File: config.mk
export PLATFORM = sky130hd
export DESIGN_NAME = xlane_permute_unit
export DESIGN_NICKNAME = d
export VERILOG_FILES = /design/src/rtl/lperm_pkg.sv /design/src/rtl/lperm_qual_check.sv /design/src/rtl/lperm_half_mux.sv /design/src/rtl/lperm_stage_reg.sv /design/src/rtl/xlane_permute_unit.sv
export SDC_FILE = /design/constraint.sdc
export NUM_CORES = 1
export LEC_CHECK = 0
export BUFFER_PORTS_ARGS = -buffer_cell sky130_fd_sc_hd__clkbuf_2
export CAP_MARGIN = 20
export CORE_AREA = 2 2 307 309
export CTS_BUF_LIST = sky130_fd_sc_hd__clkbuf_8
export DETAILED_ROUTE_END_ITERATION = 8
export DIE_AREA = 0 0 309 311
export GPL_TIMING_DRIVEN = 0
export SLEW_MARGIN = 25
export SYNTH_ARGS = -nofsm -noshare
export SYNTH_HDL_FRONTEND = slang
export SYNTH_SLANG_ARGS = --single-unit
File: constraint.sdc
create_clock -name clk -period 33.5 [get_ports clk]
set_input_delay 6.7 -clock clk [delete_from_list [all_inputs] [get_ports clk]]
set_output_delay 6.7 -clock clk [all_outputs]
set_load 0.05 [all_outputs]
File: src/rtl/lperm_pkg.sv
package lperm_pkg;

  localparam int CTRL_W     = 8;
  localparam int FIELD_W    = 4;
  localparam int NUM_HALVES = 2;
  localparam int SEL_W      = 2;
  localparam int ZERO_BIT   = 3;

  typedef enum logic [SEL_W-1:0] {
    HSEL_A_LO = 2'd0,
    HSEL_A_HI = 2'd1,
    HSEL_B_LO = 2'd2,
    HSEL_B_HI = 2'd3
  } hsel_e;

  typedef struct packed {
    logic  zero;
    hsel_e sel;
  } half_ctrl_t;

  // Extract the control field for destination half idx.
  function automatic half_ctrl_t field_of(input logic [CTRL_W-1:0] c, input int idx);
    half_ctrl_t r;
    r.zero = c[idx*FIELD_W + ZERO_BIT];
    r.sel  = hsel_e'(c[idx*FIELD_W +: SEL_W]);
    return r;
  endfunction

endpackage

File: src/rtl/lperm_qual_check.sv
module lperm_qual_check #(
  parameter logic LEGAL_VLEN  = 1'b1,
  parameter logic LEGAL_WIDTH = 1'b0
) (
  input  logic vlen_q,
  input  logic width_q,
  output logic legal
);
  assign legal = (vlen_q == LEGAL_VLEN) && (width_q == LEGAL_WIDTH);
endmodule

File: src/rtl/lperm_half_mux.sv
module lperm_half_mux
  import lperm_pkg::*;
#(
  parameter int LANE_W = 128
) (
  input  logic [2*LANE_W-1:0] src_a,
  input  logic [2*LANE_W-1:0] src_b,
  input  half_ctrl_t          hc,
  output logic [LANE_W-1:0]   lane
);
  logic [LANE_W-1:0] picked;

  always_comb begin
    unique case (hc.sel)
      HSEL_A_LO: picked = src_a[LANE_W-1:0];
      HSEL_A_HI: picked = src_a[2*LANE_W-1:LANE_W];
      HSEL_B_LO: picked = src_b[LANE_W-1:0];
      HSEL_B_HI: picked = src_b[2*LANE_W-1:LANE_W];
      default:   picked = '0;
    endcase
  end

  assign lane = hc.zero ? '0 : picked;
endmodule

File: src/rtl/lperm_stage_reg.sv
module lperm_stage_reg #(
  parameter int DATA_W = 256
) (
  input  logic              clk,
  input  logic              rst,
  input  logic              in_valid,
  input  logic              in_legal,
  input  logic [DATA_W-1:0] in_result,
  output logic              out_valid,
  output logic              out_wr_en,
  output logic              out_illegal,
  output logic [DATA_W-1:0] out_result
);
  always_ff @(posedge clk) begin
    if (rst) begin
      out_valid   <= 1'b0;
      out_wr_en   <= 1'b0;
      out_illegal <= 1'b0;
    end else begin
      out_valid   <= in_valid;
      out_wr_en   <= in_valid & in_legal;
      out_illegal <= in_valid & ~in_legal;
    end
  end

  // Data register has no reset so it maps onto plain fabric flops.
  always_ff @(posedge clk) begin
    if (in_valid && !rst) begin
      out_result <= in_legal ? in_result : '0;
    end
  end
endmodule

File: src/rtl/xlane_permute_unit.sv
module xlane_permute_unit
  import lperm_pkg::*;
#(
  parameter int LANE_W = 128
) (
  input  logic                clk,
  input  logic                rst,
  input  logic                in_valid,
  input  logic [2*LANE_W-1:0] src_a,
  input  logic [2*LANE_W-1:0] src_b,
  input  logic [CTRL_W-1:0]   ctrl,
  input  logic                vlen_q,
  input  logic                width_q,
  output logic                out_valid,
  output logic                out_wr_en,
  output logic                out_illegal,
  output logic [2*LANE_W-1:0] out_result
);
  localparam int DATA_W = NUM_HALVES * LANE_W;

  logic              legal;
  logic [DATA_W-1:0] perm;

  lperm_qual_check u_qual (
    .vlen_q  (vlen_q),
    .width_q (width_q),
    .legal   (legal)
  );

  for (genvar h = 0; h < NUM_HALVES; h++) begin : g_half
    half_ctrl_t hc;
    assign hc = field_of(ctrl, h);
    lperm_half_mux #(.LANE_W(LANE_W)) u_mux (
      .src_a (src_a),
      .src_b (src_b),
      .hc    (hc),
      .lane  (perm[h*LANE_W +: LANE_W])
    );
  end

  lperm_stage_reg #(.DATA_W(DATA_W)) u_stage (
    .clk         (clk),
    .rst         (rst),
    .in_valid    (in_valid),
    .in_legal    (legal),
    .in_result   (perm),
    .out_valid   (out_valid),
    .out_wr_en   (out_wr_en),
    .out_illegal (out_illegal),
    .out_result  (out_result)
  );
endmodule

# --- Word-level counts from Yosys, hierarchy flattened ---
# Index checks and enable logic that the tools add are counted.
word_totals:
  register_bits: 259
  output_inout_bits: 259
  wordCells: 24
op_classes:
  n_eq_ne: 6
  mux: 2
  bitwise: 4
  n_reduce_logical: 7
ops:
  columns: ["cell", "count"]
  rows:
  - ["128-bit case mux with 4 select lines", 2]
  - ["2-bit == test, second input constant", 4]
  - ["2-bit by 1-bit == test with 1-bit output, second input constant", 2]
  - ["2-bit logical NOT", 2]
  - ["2-bit OR reduction", 2]
  - ["1-bit AND", 2]
  - ["1-bit logical AND", 2]
  - ["1-bit NOT", 2]
  - ["1-bit logical NOT", 1]

# --- Longest topological paths before layout ---
# Gate-level depths: netlist (run 1).
logic_depth:
  word_depth: 4
  depth_mapped: 5

# --- Hierarchy ---
# From an unflattened synthesis (run 1), not the netlist that was laid out.
unflattened:
  hier_cells: 1434
  hier_area_um2: 17546.8
by_module_without_submodules:
  columns: ["module", "n_inst", "cells_each", "area_per_inst_um2", "seq_area_each_um2"]
  rows:
  - ["lperm_stage_reg", 1, 547, 9520.4, 7747.4]
  - ["lperm_half_mux", 2, 443, 4006.3, 0.0]
  - ["lperm_qual_check", 1, 1, 13.8, 0.0]

# --- Worst setup path before layout (run 1) ---
# No wires, ideal clock.
synth_path:
  kind: "input to register"
  start: "input port rst"
  end: "register u_stage.out_wr_en"
  setup_ns: 0.135
  arrival_time_ns: 18.914
  required_time_ns: 33.365
  path_slack_ns: 14.451
  stages: 2
  n_path_buf: 0
  path_cell_list: "nor2b_1 -> and2_1"
synth_rtl:
  columns: ["item", "line_no", "text"]
  rows:
  - ["from (decl)", "xlane_permute_unit.sv:7", "input logic rst,"]
  - ["to (signal assigned)", "lperm_stage_reg.sv:21", "out_wr_en <= in_valid & in_legal;"]
  - ["to (decl)", "lperm_stage_reg.sv:10", "output logic out_wr_en,"]

# --- Final worst setup path (run 1) ---
layout_path:
  start: "input port rst"
  end: "register u_stage.out_result[159], enable pin"
layout_via:
  elab_chain_cells: 2
layout_rtl:
  columns: ["item", "line_no", "text"]
  rows:
  - ["1-bit logical NOT", "lperm_stage_reg.sv:28", "if (in_valid && !rst) begin"]
  - ["1-bit logical AND", "lperm_stage_reg.sv:28", null]
  - ["to (signal assigned)", "lperm_stage_reg.sv:29", "out_result <= in_legal ? in_result : '0;"]
  - ["to (decl)", "lperm_stage_reg.sv:12", "output logic [DATA_W-1:0] out_result"]
# Every way passes these cells.
# A chain may end at the register's enable or synchronous reset.

==> report_table.html, run 1 <==
<table>
<tr><th>Metric</th><th>Value</th></tr>
<tr><th colspan="2">Clocking</th></tr>
<tr><td>Setup bufs post-CTS</td><td>0</td></tr>
<tr><td>Number of sinks handled by clock tree synthesis</td><td>roughly 260</td></tr>
<tr><td>Clock slew at the register clock pins of the worst setup and hold paths</td><td>about 0.05 ns</td></tr>
<tr><td>TritonCTS Buffers</td><td>52</td></tr>
<tr><td>Number of hold buffers added after CTS</td><td>0</td></tr>
<tr><td>Clock tree from TritonCTS</td><td>yes</td></tr>
<tr><td>Count of H-tree levels built during CTS</td><td>2</td></tr>
<tr><td>Gates resized, CTS repair</td><td>0</td></tr>
<tr><td>Clock root buffer master</td><td>sky130_fd_sc_hd__clkbuf_8</td></tr>
<tr><td>Buffer levels on the longest clock path</td><td>3</td></tr>
<tr><th colspan="2">Worst setup path</th></tr>
<tr><td>Crit path capture type</td><td>register</td></tr>
<tr><td>Highest-delay cell along the critical path</td><td>sky130_fd_sc_hd__nor2b_4</td></tr>
<tr><td>Ordered list of cells on the worst path</td><td>clkbuf_2, nor2b_4, buf_12, buf_12, buf_12, buf_16, buf_16, buf_12</td></tr>
<tr><td>Critical path startpoint category</td><td>primary input</td></tr>
<tr><td>Crit path arrival time</td><td>slightly below 9 ns</td></tr>
<tr><td>Maximum fanout along the worst path</td><td>25</td></tr>
<tr><td>Most prevalent standard cell on the critical path</td><td>sky130_fd_sc_hd__buf_12</td></tr>
<tr><td>Worst path bufs/invs</td><td>7</td></tr>
<tr><td>Crit Path Class</td><td>primary input to register</td></tr>
<tr><td>Critical path's top delay family</td><td>buffers and inverters</td></tr>
<tr><td>Worst Setup SP</td><td>rst</td></tr>
<tr><td>Largest incremental delay on the critical path</td><td>0.57 ns</td></tr>
<tr><td>CP required</td><td>33.89 ns</td></tr>
<tr><th colspan="2">Timing</th></tr>
<tr><td>Highest attainable clock frequency</td><td>roughly 120 MHz</td></tr>
<tr><td>Final hold vios</td><td>0</td></tr>
<tr><td>Tightest hold margin</td><td>6.24 ns</td></tr>
<tr><td>Total negative slack</td><td>0 ns</td></tr>
<tr><td>Setup Viol. Count Final</td><td>0</td></tr>
<tr><td>RSZ-0062 raised after global routing</td><td>false</td></tr>
<tr><td>Count of final max-slew check failures</td><td>0</td></tr>
<tr><td>Slew of the pin with the lowest slew margin</td><td>between 0.9 and 1 ns</td></tr>
<tr><td>Remaining max-slew budget at the tightest pin</td><td>between 30 and 40%</td></tr>
<tr><td>Final period utilization</td><td>roughly a quarter</td></tr>
<tr><td>Slack of the critical path</td><td>~25 ns</td></tr>
<tr><td>Final critical delay including setup and external delays</td><td>8.33 ns</td></tr>
<tr><th colspan="2">Floorplan</th></tr>
<tr><td>Count of boundary I/O pins</td><td>between 700 and 800</td></tr>
<tr><td>Die area</td><td>about 0.096 mm2</td></tr>
<tr><td>Horizontal die dimension</td><td>309 um</td></tr>
<tr><td>Initial Util</td><td>around 17%</td></tr>
<tr><td>Placement row count</td><td>roughly 110</td></tr>
<tr><td>Core Footprint</td><td>about 0.09 mm2</td></tr>
<tr><td>Chip Height</td><td>a little over 300 um</td></tr>
<tr><th colspan="2">Route</th></tr>
<tr><td>Final antenna-violating net count</td><td>0</td></tr>
<tr><td>Count of routing violations after the opening detailed-route iteration</td><td>approximately 1100</td></tr>
<tr><td>DRC</td><td>0</td></tr>
<tr><td>Number of detailed-route iterations in the first pass</td><td>5</td></tr>
<tr><td>Drt via density</td><td>between 4 and 5</td></tr>
<tr><td>Total number of vias</td><td>14582</td></tr>
<tr><td>Wire length per cell</td><td>around 27 um</td></tr>
<tr><td>Total Routed Length</td><td>89.2 mm</td></tr>
<tr><th colspan="2">Global routing</th></tr>
<tr><td>Met3 usage in global routing</td><td>between 5 and 6%</td></tr>
<tr><td>Combined global-route utilization of all metal layers</td><td>between 10% and 20%</td></tr>
<tr><td>Met1 Use GR</td><td>between 20% and 30%</td></tr>
<tr><td>Number of global-route vias before repair</td><td>roughly 15000</td></tr>
<tr><td>Wire length of the first global-routing pass</td><td>~120 mm</td></tr>
<tr><td>M2 GR Usage</td><td>a little under a third</td></tr>
<tr><td>Overflow after GRT</td><td>0</td></tr>
<tr><td>Number of antenna violations at the first check in global routing</td><td>39</td></tr>
<tr><td>Pin count of the biggest net entering global routing</td><td>26</td></tr>
<tr><td>Most crowded layer after global routing</td><td>met2</td></tr>
<tr><th colspan="2">Power</th></tr>
<tr><td>Overall power</td><td>approximately 0.00096 W</td></tr>
<tr><td>IR Drop Worst-Case VDD</td><td>around 28 uV</td></tr>
<tr><td>Reported leakage power</td><td>slightly below 10 nW</td></tr>
<tr><td>Cell Pwr Density</td><td>43.5 mW/mm2</td></tr>
<tr><th colspan="2">Min path</th></tr>
<tr><td>Worst min-delay path category</td><td>primary input to register</td></tr>
<tr><td>Hold_sp</td><td>rst</td></tr>
<tr><th colspan="2">Yosys</th></tr>
<tr><td>Post-synthesis cell type with the largest combined area</td><td>sky130_fd_sc_hd__edfxtp_1</td></tr>
<tr><td>Post-synthesis cell area</td><td>around 0.015 mm2</td></tr>
<tr><td>Share of Yosys cell area claimed by the top area cell type</td><td>roughly half</td></tr>
<tr><td>Yosys cell types</td><td>14</td></tr>
<tr><td>Gate count after technology mapping</td><td>approximately 1200</td></tr>
<tr><td>Most area-consuming cells after synthesis</td><td>sky130_fd_sc_hd__edfxtp_1, sky130_fd_sc_hd__mux2i_1, sky130_fd_sc_hd__o22ai_1, sky130_fd_sc_hd__buf_8, sky130_fd_sc_hd__buf_2</td></tr>
<tr><td>Total nets after synthesis</td><td>approximately 1700</td></tr>
<tr><td>Avg Cell Area, Syn</td><td>13.3 um2</td></tr>
<tr><td>Synthesis warning total</td><td>0</td></tr>
<tr><td>Post-synthesis sequential area ratio</td><td>about half</td></tr>
<tr><td>Synthesized flop and latch total</td><td>259</td></tr>
<tr><th colspan="2">Placed design</th></tr>
<tr><td>Setup Slack @ Placement</td><td>around 24 ns</td></tr>
<tr><td>Post-DP HPWL</td><td>just over 70 mm</td></tr>
<tr><td>Final Wtd Congestion</td><td>between 0.9 and 1</td></tr>
<tr><td>Number of placed instances, taps included</td><td>3196</td></tr>
<tr><td>Count of input and output buffers</td><td>779</td></tr>
<tr><th colspan="2">Layout</th></tr>
<tr><td>Filler Cells Inserted</td><td>slightly above 10000</td></tr>
<tr><td>Most common cell after layout, fill and taps aside</td><td>sky130_fd_sc_hd__clkbuf_2</td></tr>
<tr><td>Number of standard cells in the layout, taps in and fillers out</td><td>around 3300</td></tr>
<tr><td>Number of nets in the layout</td><td>roughly 2500</td></tr>
<tr><td>Area growth from synthesis to final layout</td><td>44.5%</td></tr>
<tr><td>Layout cell share with drive strength beyond 1</td><td>47.0%</td></tr>
<tr><td>Commonest cells after routing, fill and taps aside</td><td>sky130_fd_sc_hd__clkbuf_2, sky130_fd_sc_hd__mux2i_1, sky130_fd_sc_hd__o22ai_1, sky130_fd_sc_hd__edfxtp_1, sky130_fd_sc_hd__buf_2</td></tr>
<tr><th colspan="2">Run status</th></tr>
<tr><td>Status</td><td>completed</td></tr>
<tr><th colspan="2">Run</th></tr>
<tr><td>Maximum Capacitance Violations</td><td>0</td></tr>
</table>
-- cell families (layout without fill, tap and decap cells) --
group | after synthesis | count (layout) | synth area share [%]
AO/OA/AOI/OAI | 256 | 256 | 10.4
buffers and inverters | 114 | 1002 | 5.15
flip-flops | 259 | 259 | 50.5
multiplexers | 512 | 512 | 33.4
other | 0 | 14 | 0
AND/OR/NAND/NOR | 9 | 9 | 0.546
-- where the power goes --
group | leakage, nW | internal, W | switching (W)
Clock | 0.569 | 0.000173 | 0.000171
Combinational | 7.20 | 0.0000767 | 0.000160
Sequential | 2.15 | 0.000377 | 0.00000640
-- final cells by class --
class | count | area [um2] | share of cell area (%)
buffer | 114 | 796 | 3.59
antenna | 14 | 35.0 | 0.158
sequential | 259 | 7750 | 34.9
multi-input combinational | 777 | 6820 | 30.7
clock buffer | 54 | 743 | 3.35
tap | 1254 | 1570 | 7.08
clock inverter | 42 | 272 | 1.22
timing repair buffer | 792 | 4200 | 18.9
-- layer usage --
| metal | part of all wire (%) | vias to the layer above |
|---|---|---|
| met5 | 0.11 | - |
| met4 | 2.9 | 14 |
| met3 | 9.2 | 167 |
| met2 | 48 | 847 |
| met1 | 39 | 7122 |
| li1 | - | 6432 |
-- through the flow --
step	utilization, %	area [um2]
after floorplan	-	15300
after global placement	22.4	20800
after detailed placement	22.8	21100
after CTS	23.9	22100
after global routing	23.9	22200
final	23.9	22200
-- final timing paths --
check                      end  slack (ns)  cells past startpoint
min          u_stage.out_valid        6.24                      2
max    u_stage.out_result[159]       25.17                      8
-- sequential cells by signal, indices dropped and copies added (netlist names) --
| register | flops |
|---|---|
| u_stage.out_valid | 1 |
| u_stage.out_wr_en | 1 |
| u_stage.out_illegal | 1 |
| u_stage.out_result | 256 |
-- cell usage after synthesis, drive strengths merged --
library cell and instances:
clkbuf 27, dfxtp 3, and2 1, nor2b 3, o22ai 256, buf 87
mux2i 512, nand4bb 2, edfxtp 256, and2b 1, or4b 2
Note: power is estimated with default switching activity, not from simulation.
==> run 2: changes to the inputs <==
==> constraint.sdc (replaced) <==
create_clock -name clk -period 6.85 [get_ports clk]
set_input_delay 1.37 -clock clk [delete_from_list [all_inputs] [get_ports clk]]
set_output_delay 1.37 -clock clk [all_outputs]
set_load 0.05 [all_outputs]
==> report_table.html, run 2 (same netlist as run 1, synthesis figures left out) <==
<table>
<tr><th>Metric</th><th>Value</th></tr>
<tr><th colspan="2">Route</th></tr>
<tr><td>Drt via density</td><td>4.40</td></tr>
<tr><td>Final antenna-violating net count</td><td>0</td></tr>
<tr><td>Number of detailed-route iterations in the first pass</td><td>5</td></tr>
<tr><td>Total number of vias</td><td>between 10000 and 15000</td></tr>
<tr><td>Total Routed Length</td><td>86.6 mm</td></tr>
<tr><td>DRC</td><td>0</td></tr>
<tr><td>Count of routing violations after the opening detailed-route iteration</td><td>~1100</td></tr>
<tr><td>Wire length per cell</td><td>around 26 um</td></tr>
<tr><th colspan="2">Worst setup path</th></tr>
<tr><td>Crit path capture type</td><td>register</td></tr>
<tr><td>Critical path's top delay family</td><td>buffers and inverters</td></tr>
<tr><td>Crit Path Class</td><td>primary input to register</td></tr>
<tr><td>Ordered list of cells on the worst path</td><td>clkbuf_1, buf_2, buf_2, mux2i_1, o22ai_1</td></tr>
<tr><td>Worst path bufs/invs</td><td>3</td></tr>
<tr><td>Largest incremental delay on the critical path</td><td>around 0.76 ns</td></tr>
<tr><td>Crit path arrival time</td><td>between 3 and 4 ns</td></tr>
<tr><td>Critical path startpoint category</td><td>primary input</td></tr>
<tr><td>CP required</td><td>around 7.2 ns</td></tr>
<tr><td>Maximum fanout along the worst path</td><td>13</td></tr>
<tr><td>Most prevalent standard cell on the critical path</td><td>sky130_fd_sc_hd__buf_2</td></tr>
<tr><td>Highest-delay cell along the critical path</td><td>sky130_fd_sc_hd__mux2i_1</td></tr>
<tr><th colspan="2">Clocking</th></tr>
<tr><td>Setup bufs post-CTS</td><td>0</td></tr>
<tr><td>Gates resized, CTS repair</td><td>0</td></tr>
<tr><td>Count of H-tree levels built during CTS</td><td>2</td></tr>
<tr><td>Number of sinks handled by clock tree synthesis</td><td>259</td></tr>
<tr><td>TritonCTS Buffers</td><td>between 50 and 60</td></tr>
<tr><td>Number of hold buffers added after CTS</td><td>0</td></tr>
<tr><td>Buffer levels on the longest clock path</td><td>3</td></tr>
<tr><td>Clock tree from TritonCTS</td><td>yes</td></tr>
<tr><td>Clock root buffer master</td><td>sky130_fd_sc_hd__clkbuf_8</td></tr>
<tr><td>Clock slew at the register clock pins of the worst setup and hold paths</td><td>0.06 ns</td></tr>
<tr><th colspan="2">Global routing</th></tr>
<tr><td>Overflow after GRT</td><td>0</td></tr>
<tr><td>Combined global-route utilization of all metal layers</td><td>between 15 and 20%</td></tr>
<tr><td>Number of global-route vias before repair</td><td>14820</td></tr>
<tr><td>Wire length of the first global-routing pass</td><td>roughly 120 mm</td></tr>
<tr><td>Number of antenna violations at the first check in global routing</td><td>40</td></tr>
<tr><td>Pin count of the biggest net entering global routing</td><td>25</td></tr>
<tr><th colspan="2">Layout</th></tr>
<tr><td>Layout cell share with drive strength beyond 1</td><td>around 47%</td></tr>
<tr><td>Area growth from synthesis to final layout</td><td>44.9%</td></tr>
<tr><td>Commonest cells after routing, fill and taps aside</td><td>sky130_fd_sc_hd__clkbuf_2, sky130_fd_sc_hd__mux2i_1, sky130_fd_sc_hd__o22ai_1, sky130_fd_sc_hd__edfxtp_1</td></tr>
<tr><td>Area of all placed cells without fillers</td><td>0.0222 mm2</td></tr>
<tr><td>Number of nets in the layout</td><td>between 2000 and 3000</td></tr>
<tr><td>Filler Cells Inserted</td><td>just over 10000</td></tr>
<tr><td>Most common cell after layout, fill and taps aside</td><td>sky130_fd_sc_hd__clkbuf_2</td></tr>
<tr><td>Number of standard cells in the layout, taps in and fillers out</td><td>3306</td></tr>
<tr><td>Largest register by flop count</td><td>u_stage.out_result</td></tr>
<tr><td>Number of flip-flops under the largest register name</td><td>256</td></tr>
<tr><th colspan="2">Run status</th></tr>
<tr><td>Status</td><td>completed</td></tr>
<tr><th colspan="2">Floorplan</th></tr>
<tr><td>Horizontal die dimension</td><td>309 um</td></tr>
<tr><td>Placement row count</td><td>between 100 and 150</td></tr>
<tr><td>Core Footprint</td><td>just over 0.09 mm2</td></tr>
<tr><td>Count of boundary I/O pins</td><td>just under 800</td></tr>
<tr><td>Chip Height</td><td>between 300 and 400 um</td></tr>
<tr><td>Die area</td><td>between 0.09 and 0.1 mm2</td></tr>
<tr><td>Initial Util</td><td>between 15 and 20%</td></tr>
<tr><th colspan="2">Placed design</th></tr>
<tr><td>Final Wtd Congestion</td><td>0.901</td></tr>
<tr><td>Count of input and output buffers</td><td>just under 800</td></tr>
<tr><td>Number of placed instances, taps included</td><td>between 3000 and 4000</td></tr>
<tr><td>Post-DP HPWL</td><td>between 70 and 80 mm</td></tr>
<tr><td>Placement-stage cell area</td><td>0.0212 mm2</td></tr>
<tr><th colspan="2">Timing</th></tr>
<tr><td>Final critical delay including setup and external delays</td><td>between 3 and 4 ns</td></tr>
<tr><td>Tightest hold margin</td><td>0.925 ns</td></tr>
<tr><td>Setup Viol. Count Final</td><td>0</td></tr>
<tr><td>Count of final max-slew check failures</td><td>0</td></tr>
<tr><td>RSZ-0062 raised after global routing</td><td>false</td></tr>
<tr><td>Final hold vios</td><td>0</td></tr>
<tr><td>Highest attainable clock frequency</td><td>304 MHz</td></tr>
<tr><td>Total negative slack</td><td>0 ns</td></tr>
<tr><td>Final period utilization</td><td>between 40 and 50%</td></tr>
<tr><td>Slew of the pin with the lowest slew margin</td><td>1.06 ns</td></tr>
<tr><td>Remaining max-slew budget at the tightest pin</td><td>between 20% and 30%</td></tr>
<tr><th colspan="2">Min path</th></tr>
<tr><td>Worst min-delay path category</td><td>primary input to register</td></tr>
<tr><th colspan="2">Power</th></tr>
<tr><td>IR Drop Worst-Case VDD</td><td>between 100 and 150 uV</td></tr>
<tr><td>Reported leakage power</td><td>9.95 nW</td></tr>
<tr><td>Overall power</td><td>between 0.004 and 0.005 W</td></tr>
<tr><td>Cell Pwr Density</td><td>between 200 and 250 mW/mm2</td></tr>
<tr><th colspan="2">Run</th></tr>
<tr><td>Maximum Capacitance Violations</td><td>0</td></tr>
</table>
[run 2: cell count changes in the layout (fill, tap and decap cells not counted), sizes merged]
cell / change
clkinvlp: -3
clkinv: -4
inv: +1
diode: +2
buf: +1
clkbuf: +2
bufinv: +1
[run 2: layout make-up]
| type | instances | area [um2] | share of cell area (%) |
|---|---|---|---|
| Tap cell | 1254 | 1570 | 7.06 |
| Antenna cell | 16 | 40.0 | 0.180 |
| Multi-Input combinational cell | 777 | 6820 | 30.7 |
| Timing Repair Buffer | 793 | 4240 | 19.1 |
| Sequential cell | 259 | 7750 | 34.8 |
| Clock inverter | 37 | 258 | 1.16 |
| Clock buffer | 56 | 771 | 3.47 |
| Buffer | 114 | 796 | 3.58 |
[run 2: metrics by stage]
stage | utilization [%] | setup WS [ns]
after floorplan | - | 1.20
after global placement | 22.4 | -1.10
after detailed placement | 22.8 | 2.87
after CTS | 23.9 | 3.63
after global routing | 24.0 | 3.53
final | 24.0 | 3.56
[run 2: metal layers]
layer | vias to the layer above | global-route usage (%) | part of all wire, %
li1 | 6437 | - | -
met1 | 7137 | 21.1 | 41
met2 | 797 | 28.8 | 48
met3 | 164 | 4.70 | 8.1
met4 | 10 | 6.16 | 3.2
met5 | - | 0 | 0.085
[run 2: where the power goes]
group	total [W]	internal, W	switching, W
Combinational	0.00115	0.000377	0.000775
Clock	0.00168	0.000899	0.000778
Sequential	0.00188	0.00185	0.0000307
[run 2: path summary, 6_finish.rpt]
check / startpoint / endpoint / slack, ns / depth (start not counted)
max: ctrl[4] / u_stage.out_result[155] / 3.56 / 5
min: rst / u_stage.out_valid / 0.92 / 2
